--- src/rtl/ckm_pkg.sv ---
package ckm_pkg;

   localparam int PIX_W  = 16;
   localparam int CLS_W  = 4;
   localparam int GRAY_W = 4;
   localparam int TAPS   = 9;
   localparam int ROWS   = 3;

   typedef logic [CLS_W-1:0]  cls_t;
   typedef logic [GRAY_W-1:0] gray_t;
   typedef logic [1:0]        slot_t;

   // ring slot arithmetic modulo the number of stored rows
   function automatic slot_t slot_inc(slot_t s);
      return (s == slot_t'(ROWS-1)) ? slot_t'(0) : s + slot_t'(1);
   endfunction

   function automatic slot_t slot_dec(slot_t s);
      return (s == slot_t'(0)) ? slot_t'(ROWS-1) : s - slot_t'(1);
   endfunction

endpackage

--- src/rtl/ckm_quant.sv ---
module ckm_quant
   import ckm_pkg::*;
(
   input  logic [PIX_W-1:0] pix,
   input  cls_t             target,
   output gray_t            gray_sel
);

   logic [4:0] red;
   logic [5:0] grn;
   logic [4:0] blu;
   logic [6:0] lum;
   cls_t       cls;
   gray_t      gray_raw;

   always_comb begin
      red      = pix[15:11];
      grn      = pix[10:5];
      blu      = pix[4:0];
      lum      = {2'b00, red} + {1'b0, grn} + {2'b00, blu};
      gray_raw = GRAY_W'(lum >> 3);
      cls      = {red[4], grn[5], blu[4], red[3] | grn[4] | blu[3]};
      gray_sel = (cls == target) ? gray_raw : '0;
   end

endmodule

--- src/rtl/ckm_row_ring.sv ---
module ckm_row_ring
   import ckm_pkg::*;
#(
   parameter int MAX_W = 64,
   localparam int CW   = $clog2(MAX_W)
)(
   input  logic                 clk,
   input  logic                 wr_en,
   input  slot_t                wr_slot,
   input  logic [CW-1:0]        wr_col,
   input  gray_t                wr_data,
   input  slot_t [2:0]          rd_slot,
   input  logic  [2:0][CW-1:0]  rd_col,
   output gray_t [TAPS-1:0]     taps
);

   gray_t mem [ROWS][MAX_W];

   always_ff @(posedge clk) begin
      if (wr_en) mem[wr_slot][wr_col] <= wr_data;
   end

   for (genvar r = 0; r < 3; r++) begin : g_row
      for (genvar c = 0; c < 3; c++) begin : g_col
         assign taps[r*3 + c] = mem[rd_slot[r]][rd_col[c]];
      end
   end

endmodule

--- src/rtl/ckm_box_mean.sv ---
module ckm_box_mean
   import ckm_pkg::*;
#(
   parameter int MEAN_SHIFT = 9,
   parameter bit EXACT_DIV  = 1'b0
)(
   input  gray_t [TAPS-1:0] taps,
   input  gray_t            thresh,
   output logic             mask
);

   localparam int SUM_W   = $clog2(TAPS * (2**GRAY_W - 1) + 1);
   localparam int MAX_SUM = TAPS * (2**GRAY_W - 1);
   localparam int RECIP   = (2**MEAN_SHIFT + TAPS - 1) / TAPS;
   localparam int PROD_W  = SUM_W + MEAN_SHIFT;

   logic [SUM_W-1:0] sum;
   logic [SUM_W-1:0] mean_v;

   always_comb begin
      sum = '0;
      for (int i = 0; i < TAPS; i++) sum = sum + SUM_W'(taps[i]);
   end

   if (EXACT_DIV) begin : g_div
      assign mean_v = sum / SUM_W'(TAPS);
   end else begin : g_recip
      if (MEAN_SHIFT > 16)
         $error("MEAN_SHIFT too large for the reciprocal product");
      if (MAX_SUM * (TAPS * RECIP - 2**MEAN_SHIFT) >= 2**MEAN_SHIFT)
         $error("MEAN_SHIFT too small for an exact floor of sum/9");
      logic [PROD_W-1:0] prod;
      assign prod   = PROD_W'(sum) * PROD_W'(RECIP);
      assign mean_v = SUM_W'(prod >> MEAN_SHIFT);
   end

   assign mask = (mean_v >= SUM_W'(thresh));

endmodule

--- src/rtl/color_key_mask.sv ---
module color_key_mask
   import ckm_pkg::*;
#(
   parameter int MAX_W      = 64,
   parameter int MAX_H      = 1024,
   parameter int MEAN_SHIFT = 9,
   parameter bit EXACT_DIV  = 1'b0,
   localparam int WW        = $clog2(MAX_W + 1),
   localparam int HW        = $clog2(MAX_H + 1)
)(
   input  logic          clk,
   input  logic          rst_n,
   input  logic          in_valid,
   output logic          in_ready,
   input  logic [15:0]   in_pix,
   input  logic          in_sof,
   input  logic [WW-1:0] cfg_width,
   input  logic [HW-1:0] cfg_height,
   input  logic [3:0]    cfg_class,
   input  logic [3:0]    cfg_thresh,
   output logic          out_valid,
   input  logic          out_ready,
   output logic          out_mask,
   output logic          out_sof,
   output logic          out_eol
);

   localparam int CW = $clog2(MAX_W);

   if (MAX_W < 2) $error("MAX_W must be at least 2");
   if (MAX_H < 1) $error("MAX_H must be at least 1");

   // captured frame settings
   logic          act_q;
   logic [WW-1:0] w_q;
   logic [HW-1:0] h_q;
   cls_t          cls_q;
   gray_t         thr_q;

   // write and read positions
   logic [HW-1:0] ri_q, ro_q;
   logic [WW-1:0] ci_q, co_q;
   slot_t         islot_q, oslot_q;

   logic          accept, start, wr_en;
   logic [WW-1:0] cur_w;
   cls_t          cls_use;
   logic [HW-1:0] nxt_ri;
   logic [WW-1:0] nxt_ci;
   slot_t         nxt_slot;
   gray_t         gray_sel;

   logic [HW:0]   ri_ext, ro_plus2;

   logic          last_col, last_row, avail, load;
   logic [HW-1:0] rn;
   logic [WW-1:0] cn;
   slot_t [2:0]         rd_slot;
   logic  [2:0][CW-1:0] rd_col;
   gray_t [TAPS-1:0]    taps;
   logic                mask_c;

   // ---------------- input side ----------------
   assign ri_ext   = {1'b0, ri_q};
   assign ro_plus2 = {1'b0, ro_q} + (HW+1)'(2);
   assign in_ready = !act_q || ((ri_q < h_q) && (ri_ext != ro_plus2));
   assign accept   = in_valid && in_ready;
   assign start    = accept && !act_q && in_sof;
   assign wr_en    = accept && (act_q || in_sof);

   always_comb begin
      cur_w   = act_q ? w_q   : cfg_width;
      cls_use = act_q ? cls_q : cfg_class;
      if (ci_q == cur_w - 1'b1) begin
         nxt_ci   = '0;
         nxt_ri   = ri_q + 1'b1;
         nxt_slot = slot_inc(islot_q);
      end else begin
         nxt_ci   = ci_q + 1'b1;
         nxt_ri   = ri_q;
         nxt_slot = islot_q;
      end
   end

   ckm_quant u_quant (
      .pix      (in_pix),
      .target   (cls_use),
      .gray_sel (gray_sel)
   );

   ckm_row_ring #(.MAX_W(MAX_W)) u_ring (
      .clk     (clk),
      .wr_en   (wr_en),
      .wr_slot (islot_q),
      .wr_col  (ci_q[CW-1:0]),
      .wr_data (gray_sel),
      .rd_slot (rd_slot),
      .rd_col  (rd_col),
      .taps    (taps)
   );

   // ---------------- output side ----------------
   always_comb begin
      last_col = (co_q == w_q - 1'b1);
      last_row = (ro_q == h_q - 1'b1);
      rn       = last_row ? ro_q : ro_q + 1'b1;
      cn       = last_col ? co_q : co_q + 1'b1;
      avail    = act_q && ((ri_q > rn) || ((ri_q == rn) && (ci_q > cn)));
      load     = avail && (!out_valid || out_ready);

      rd_slot[0] = (ro_q == '0) ? oslot_q : slot_dec(oslot_q);
      rd_slot[1] = oslot_q;
      rd_slot[2] = last_row ? oslot_q : slot_inc(oslot_q);

      rd_col[0]  = CW'((co_q == '0) ? co_q : co_q - 1'b1);
      rd_col[1]  = CW'(co_q);
      rd_col[2]  = CW'(cn);
   end

   ckm_box_mean #(
      .MEAN_SHIFT (MEAN_SHIFT),
      .EXACT_DIV  (EXACT_DIV)
   ) u_mean (
      .taps   (taps),
      .thresh (thr_q),
      .mask   (mask_c)
   );

   // ---------------- state ----------------
   always_ff @(posedge clk or negedge rst_n) begin
      if (!rst_n) begin
         act_q     <= 1'b0;
         w_q       <= '0;
         h_q       <= '0;
         cls_q     <= '0;
         thr_q     <= '0;
         ri_q      <= '0;
         ci_q      <= '0;
         islot_q   <= '0;
         ro_q      <= '0;
         co_q      <= '0;
         oslot_q   <= '0;
         out_valid <= 1'b0;
         out_mask  <= 1'b0;
         out_sof   <= 1'b0;
         out_eol   <= 1'b0;
      end else begin
         if (start) begin
            act_q <= 1'b1;
            w_q   <= cfg_width;
            h_q   <= cfg_height;
            cls_q <= cfg_class;
            thr_q <= cfg_thresh;
         end
         if (wr_en) begin
            ri_q    <= nxt_ri;
            ci_q    <= nxt_ci;
            islot_q <= nxt_slot;
         end
         if (load) begin
            out_valid <= 1'b1;
            out_mask  <= mask_c;
            out_sof   <= (ro_q == '0) && (co_q == '0);
            out_eol   <= last_col;
            if (last_col) begin
               co_q <= '0;
               if (last_row) begin
                  ro_q    <= '0;
                  oslot_q <= '0;
                  act_q   <= 1'b0;
                  ri_q    <= '0;
                  ci_q    <= '0;
                  islot_q <= '0;
               end else begin
                  ro_q    <= ro_q + 1'b1;
                  oslot_q <= slot_inc(oslot_q);
               end
            end else begin
               co_q <= co_q + 1'b1;
            end
         end else if (out_ready) begin
            out_valid <= 1'b0;
         end
      end
   end

endmodule

--- config.mk ---
export PLATFORM = sky130hd
export DESIGN_NAME = color_key_mask
export DESIGN_NICKNAME = d
export VERILOG_FILES = /design/src/rtl/ckm_pkg.sv /design/src/rtl/ckm_quant.sv /design/src/rtl/ckm_row_ring.sv /design/src/rtl/ckm_box_mean.sv /design/src/rtl/color_key_mask.sv
export SDC_FILE = /design/constraint.sdc
export NUM_CORES = 2
export LEC_CHECK = 0
export BUFFER_PORTS_ARGS = -buffer_cell sky130_fd_sc_hd__buf_2
export CORE_MARGIN = 2
export CORE_UTILIZATION = 40
export DETAILED_ROUTE_END_ITERATION = 10
export GPL_ROUTABILITY_DRIVEN = 0
export GPL_TIMING_DRIVEN = 1
export SKIP_CTS_REPAIR_TIMING = 1
export SLEW_MARGIN = 5
export SYNTH_ARGS = -nofsm -noshare
export SYNTH_HDL_FRONTEND = slang
export SYNTH_HIERARCHICAL = 1
export SYNTH_SLANG_ARGS = --single-unit
--- constraint.sdc ---
create_clock -name clk -period 24.8 [get_ports clk]
set_input_delay 2.48 -clock clk [delete_from_list [all_inputs] [get_ports clk]]
set_output_delay 2.48 -clock clk [all_outputs]
set_load 0.02 [all_outputs]
# [Word-level counts from Yosys, hierarchy flattened]
# Memory sizes are Yosys's and may differ from the RTL's.
# Cells that the tools add are included.
# W data, S select, Z words.
[classes] addsub=22 n_mul=1 magnitude_cmp=9 eq_ne=8 muxes=66 bitwise=6 n_reduce_logical=21
[op_table] operator="$mux W256" n=1
[op_table] operator="$bmux W4 S6" n=9
[op_table] operator="$mux W4" n=21
[op_table] operator="$mux W11" n=7
[op_table] operator="$add A8 B4 Y8" n=7
[op_table] operator="$mux W7" n=8
[op_table] operator="$ge A7 B7 Y1 const B" n=4
[op_table] operator="$not A6 Y7" n=4
[op_table] operator="$demux W4 S6" n=1
[op_table] operator="$add A11 B1 Y11 const B" n=2
[op_table] operator="$eq A11 B11 Y1" n=2
[op_table] operator="$mux W2" n=11
[op_table] operator="$add A7 B1 Y7 const B" n=2
[op_table] operator="$eq A7 B7 Y1" n=2
[op_table] operator="$mul A8 B6 Y14 const B" n=1
[op_table] operator="$sub A7 B1 Y7 const B" n=2
[op_table] operator="$add A11 B2 Y12 const B" n=1
[op_table] operator="$ne A11 B12 Y1" n=1
[op_table] operator="$gt A11 B11 Y1" n=1
[op_table] operator="$logic_not A11 Y1" n=1
[op_table] operator="$lt A11 B11 Y1" n=1
[op_table] operator="$sub A11 B1 Y11 const B" n=1
[op_table] operator="$logic_and A1 B1 Y1" n=10
[op_table] operator="$add A5 B6 Y7" n=1
[op_table] operator="other kinds (19)" n=32
[totals] regBits=71 mem_bits_rw=768 in_bits=47 output_inout_bits=5 n_memories=1
[mem_list] memory="u_ring.mem" depth=3 width=256 read_ports=3 rd_ports_with_merged_regs=0 wr=1 line="ckm_row_ring.sv:17" text="gray_t mem [ROWS][MAX_W];"

# [Depth between registers and ports, before layout]
# An unclocked memory read counts as a cell.
[logic_depth] word_depth=17 ltp_mapped=44 ltp_nobuf=42

# [Cells and area by module]
# Netlist, hierarchy kept.
[modules_own_cells] module="ckm_row_ring" instances=1 cells_per_inst=4063 area_each_um2=58312.2
[modules_own_cells] module="color_key_mask" instances=1 cells_per_inst=689 area_each_um2=5794.3
[modules_own_cells] module="ckm_box_mean" instances=1 cells_per_inst=174 area_each_um2=1726.7
[modules_own_cells] module="ckm_quant" instances=1 cells_per_inst=41 area_each_um2=405.4

# [Worst setup path after synthesis]
# No wires, ideal clock.
[synth_path] path_kind="input port to flip-flop" start="in in_pix[4]" end="mem u_ring/mem[0][102] (netlist bit), data pin" arrival_time_ps=14592 slack_ps=7891 cell_stages=5 cell_sequence="fa_1 -> ha_1 -> and2_1 -> a22o_1 -> nor4b_1"
[synth_via] elab_chain_cells=2
[synth_lines] item="start, declared" line="color_key_mask.sv:15" text="input logic [15:0] in_pix,"
[synth_lines] item="$add A7 B5 Y7 or $eq A4 B4 Y1 (tied branches)" line="ckm_quant.sv:20, ckm_quant.sv:23"
[synth_lines] item="$mux W4 *" line="ckm_quant.sv:23" text="gray_sel = (cls == target) ? gray_raw : '0;"
[synth_lines] item="net gray_sel[2]" line="color_key_mask.sv:51" text="gray_t gray_sel;"
[synth_lines] item="end, declared" line="ckm_row_ring.sv:17"
# Mark *: on every way through the listed nets, which the timed path passes. The rest lies on a longest branch.

==> run_results.csv <==
group,metric,value,unit
critical_path,cp-startpoint,"h_q[2]$_DFFE_PN0P_",
sta,grt_setup_unrepaired,"no",
clock_tree,maximum_level_of_the_cts_h_tree,3,
synthesis,yosys_most_used_dff,"edfxtp_1",
detailed_routing,sum_of_routed_wire_length_over_all_layers,233,mm
synthesis,syn-instance-count,4967,
detailed_routing,initialDrtViolationCount,6104,
global_route,grt.total_usage,27.1,%
floorplan,placementRows,149,
detailed_routing,route.antenna.remaining_nets,0,
sta,report.final.slew_viol_count,95,
sta,tns,0,ns
synthesis,synth_seq_area_share,37.5,%
outcome,violated_checks,"max-slew violations",
critical_path,worst_flop_to_flop_path_startpoint,"h_q[2]$_DFFE_PN0P_",
sta,finalSetupViolations,0,
critical_path,worst_setup_path_start_kind,"flop",
clock_tree,cts.reportedPaths.clkPinSlew,0.06,ns
placement,dp_hpwl,157,mm
detailed_routing,drt_drc_violations_left,0,
critical_path,worst_ep_required_time,25.43,ns
synthesis,post_synth_instance_area,0.0662,mm^2
global_route,grt_pass1_vias,47262,
clock_tree,cts_made_buffers,101,
floorplan,die_area,0.169,mm^2
synthesis,ys_top_cells_by_area,"edfxtp_1 35%, mux4_2 20%, mux2_2 13%, mux2i_1 12%, o22ai_1 2.7%",
sta,timing_worst_slew_pin_value,1.68,ns
synthesis,synthesis.area_per_instance,13.3,um^2
critical_path,timing_worst_setup_path_type,"flop to flop",
detailed_routing,drt_pass1_iterations,6,
floorplan,core_region_area,0.165,mm^2
layout,drive_gt1_share,35.8,%
floorplan,die-height,411,um
critical_path,worstPathArrival,14.82,ns
synthesis,synth_warnings,6,
critical_path,critical-path-slowest-cell,"o21ai_0",
synthesis,synth_commonest_cells,"779 x mux2i_1, 777 x mux2_2, 768 x edfxtp_1",
synthesis,synth_fp_nets,5138,
global_route,grt_antenna_before_repair,18,
synthesis,synth_top_area_share,34.8,%
clock_tree,tritoncts,"yes",
critical_path,crit_top_cell,"fa_1",
synthesis,synth-edff-count,768,
critical_path,worstSetupEndpointType,"flop",
layout,finish.cell_count_without_fillers,7059,
synthesis,async_flop_share,8.46,%
sta,hold_viol_final,0,
clock_tree,clock_path_buffers,3,
layout,final_nets,4951,
synthesis,netlist-cell-type-count,93,
clock_tree,worst_skew_pair.late_latency,0.75,ns
floorplan,initial_utilization,40.2,%
clock_tree,clock_sink_count,839,
outcome,run_status,"complete, but fails checks",
global_route,grt_pass1_wl,336,mm
floorplan,die-width,411,um
global_route,grt_max_degree,193,
sta,slew_headroom,-11.9,%
placement,place.detailed.instances,6866,
min_path,worst_hold_path_type,"flop to flop",
sta,final_min_period_over_clock_period,57.2,%
min_path,timing.hold.worst.start,"cls_q[3]$_DFFE_PN0P_",
detailed_routing,routed_via_density,6.77,
critical_path,crit_fanout,74,
placement,io_buffers,51,
layout,area_growth,7.88,%
sta,period_minus_slack,14.19,ns
synthesis,yosysMostFrequentCell,"mux2i_1",
synthesis,synth_seq_cells,839,
global_route,globalRoute.totalOverflow,0,
detailed_routing,num_vias,47803,
critical_path,crit_path_max_incr_delay,0.90,ns
detailed_routing,post_drt_wl_per_cell,33.1,um
synthesis,synth.largest_area_cell,"edfxtp_1",
flow_run,max-cap-violations,0,
sta,fin_worst_skew,0.0348,ns
sta,clock.fmax,70.5,MHz
clock_tree,clk_root_buffer_cell,"clkbuf_16",
floorplan,num_io_pins,52,
critical path: cells and delay by family, from the launching register on:
| family | cells | cell delay (ns) |
|---|---|---|
| buffers and inverters | 5 | 1.94 |
| flip-flops | 1 | 0.47 |
| multiplexers | 6 | 2.20 |
| XOR/XNOR | 1 | 0.63 |
| AO/OA/AOI/OAI | 7 | 1.80 |
| AND/OR/NAND/NOR | 9 | 2.16 |
| adder cells (fa/ha/maj) | 11 | 4.75 |
path summary, 6_finish.rpt:
check	end	slack, ns	depth (start not counted)
worst max-delay path	out_mask$_DFFE_PN0P_	10.61	39
max in group asynchronous	co_q[1]$_DFFE_PN0P_	22.09	2
min in group asynchronous	h_q[2]$_DFFE_PN0P_	1.60	1
worst min-delay path	cls_q[3]$_DFFE_PN0P_	0.48	2
worst min register to register	cls_q[3]$_DFFE_PN0P_	0.48	2
worst max register to register	out_mask$_DFFE_PN0P_	10.61	39
cells in the final DEF, fill, tap and decap left out, types with 39 or more instances in the layout:
cell type  netlist  layout
buf_4           47      88
nand3_1         44      44
a21oi_1         41      39
mux2i_1        779     779
mux2_2         777     775
nand4_1         46      46
ha_1            88      88
edfxtp_1       768     768
clkbuf_16        0     104
nor2_1         247     242
buf_2          186      50
inv_1           90      89
o22ai_1        291     291
mux4_2         576     576
dfrtp_1         71      67
o21ai_0        207     206
nand2_1        157     154
stage by stage:
step                      util, %  cell area, um^2  hold WS [ns]  worst slack [ns]
after floorplan                 -            66200         0.440              7.89
after global placement       41.4            68100         0.454             10.98
after detailed placement     41.4            68100         0.461             11.03
after CTS                    43.4            71400         0.478             10.89
after global routing         43.4            71400         0.506             10.08
final                        43.4            71500         0.478             10.61
layout make-up:
class,count,area [um^2]
Multi-Input combinational cell,3599,39100
Tap cell,2189,2740
Clock inverter,70,659
Fill cell,14768,93200
Sequential cell,839,24900
Timing Repair Buffer,147,1090
Clock buffer,118,2660
Antenna cell,5,12.5
Inverter,92,353
layer usage:
| metal | track usage [%] | share of wire [%] | vias up |
|---|---|---|---|
| met2 | 42.5 | 45 | 2844 |
| met4 | 12.6 | 5.4 | 16 |
| li1 | - | - | 19691 |
| met3 | 8.22 | 11 | 663 |
| met5 | 0.452 | 0.11 | - |
| met1 | 34.4 | 38 | 24589 |
logic make-up (layout without fill, tap and decap cells):
kind of cell / count (synthesis) / in the layout / share of synthesized area, %
xor gates and xnor gates: 67 / 67 / 0.980
muxes: 2132 / 2132 / 44.6
other: 0 / 5 / 0
AOI/OAI and AO/OA: 634 / 634 / 5.85
buffers and inverters: 529 / 427 / 3.75
adders and majority gates: 124 / 124 / 2.75
DFF: 839 / 839 / 37.5
and+or+nand+nor: 642 / 642 / 4.60
state kept, by name, indices dropped and copies added, names as in the netlist:
| register | cells |
|---|---|
| islot_q | 2 |
| u_ring/mem | 768 |
| out_sof | 1 |
| out_eol | 1 |
| co_q | 7 |
| ro_q | 11 |
| oslot_q | 2 |
| h_q | 11 |
| thr_q | 4 |
| act_q | 1 |
| w_q | 7 |
| ri_q | 11 |
| out_valid | 1 |
| out_mask | 1 |
| ci_q | 7 |
| cls_q | 4 |
Power is not shown: default switching activity piles up to over one toggle a cycle in this logic, so the estimate is an artifact.
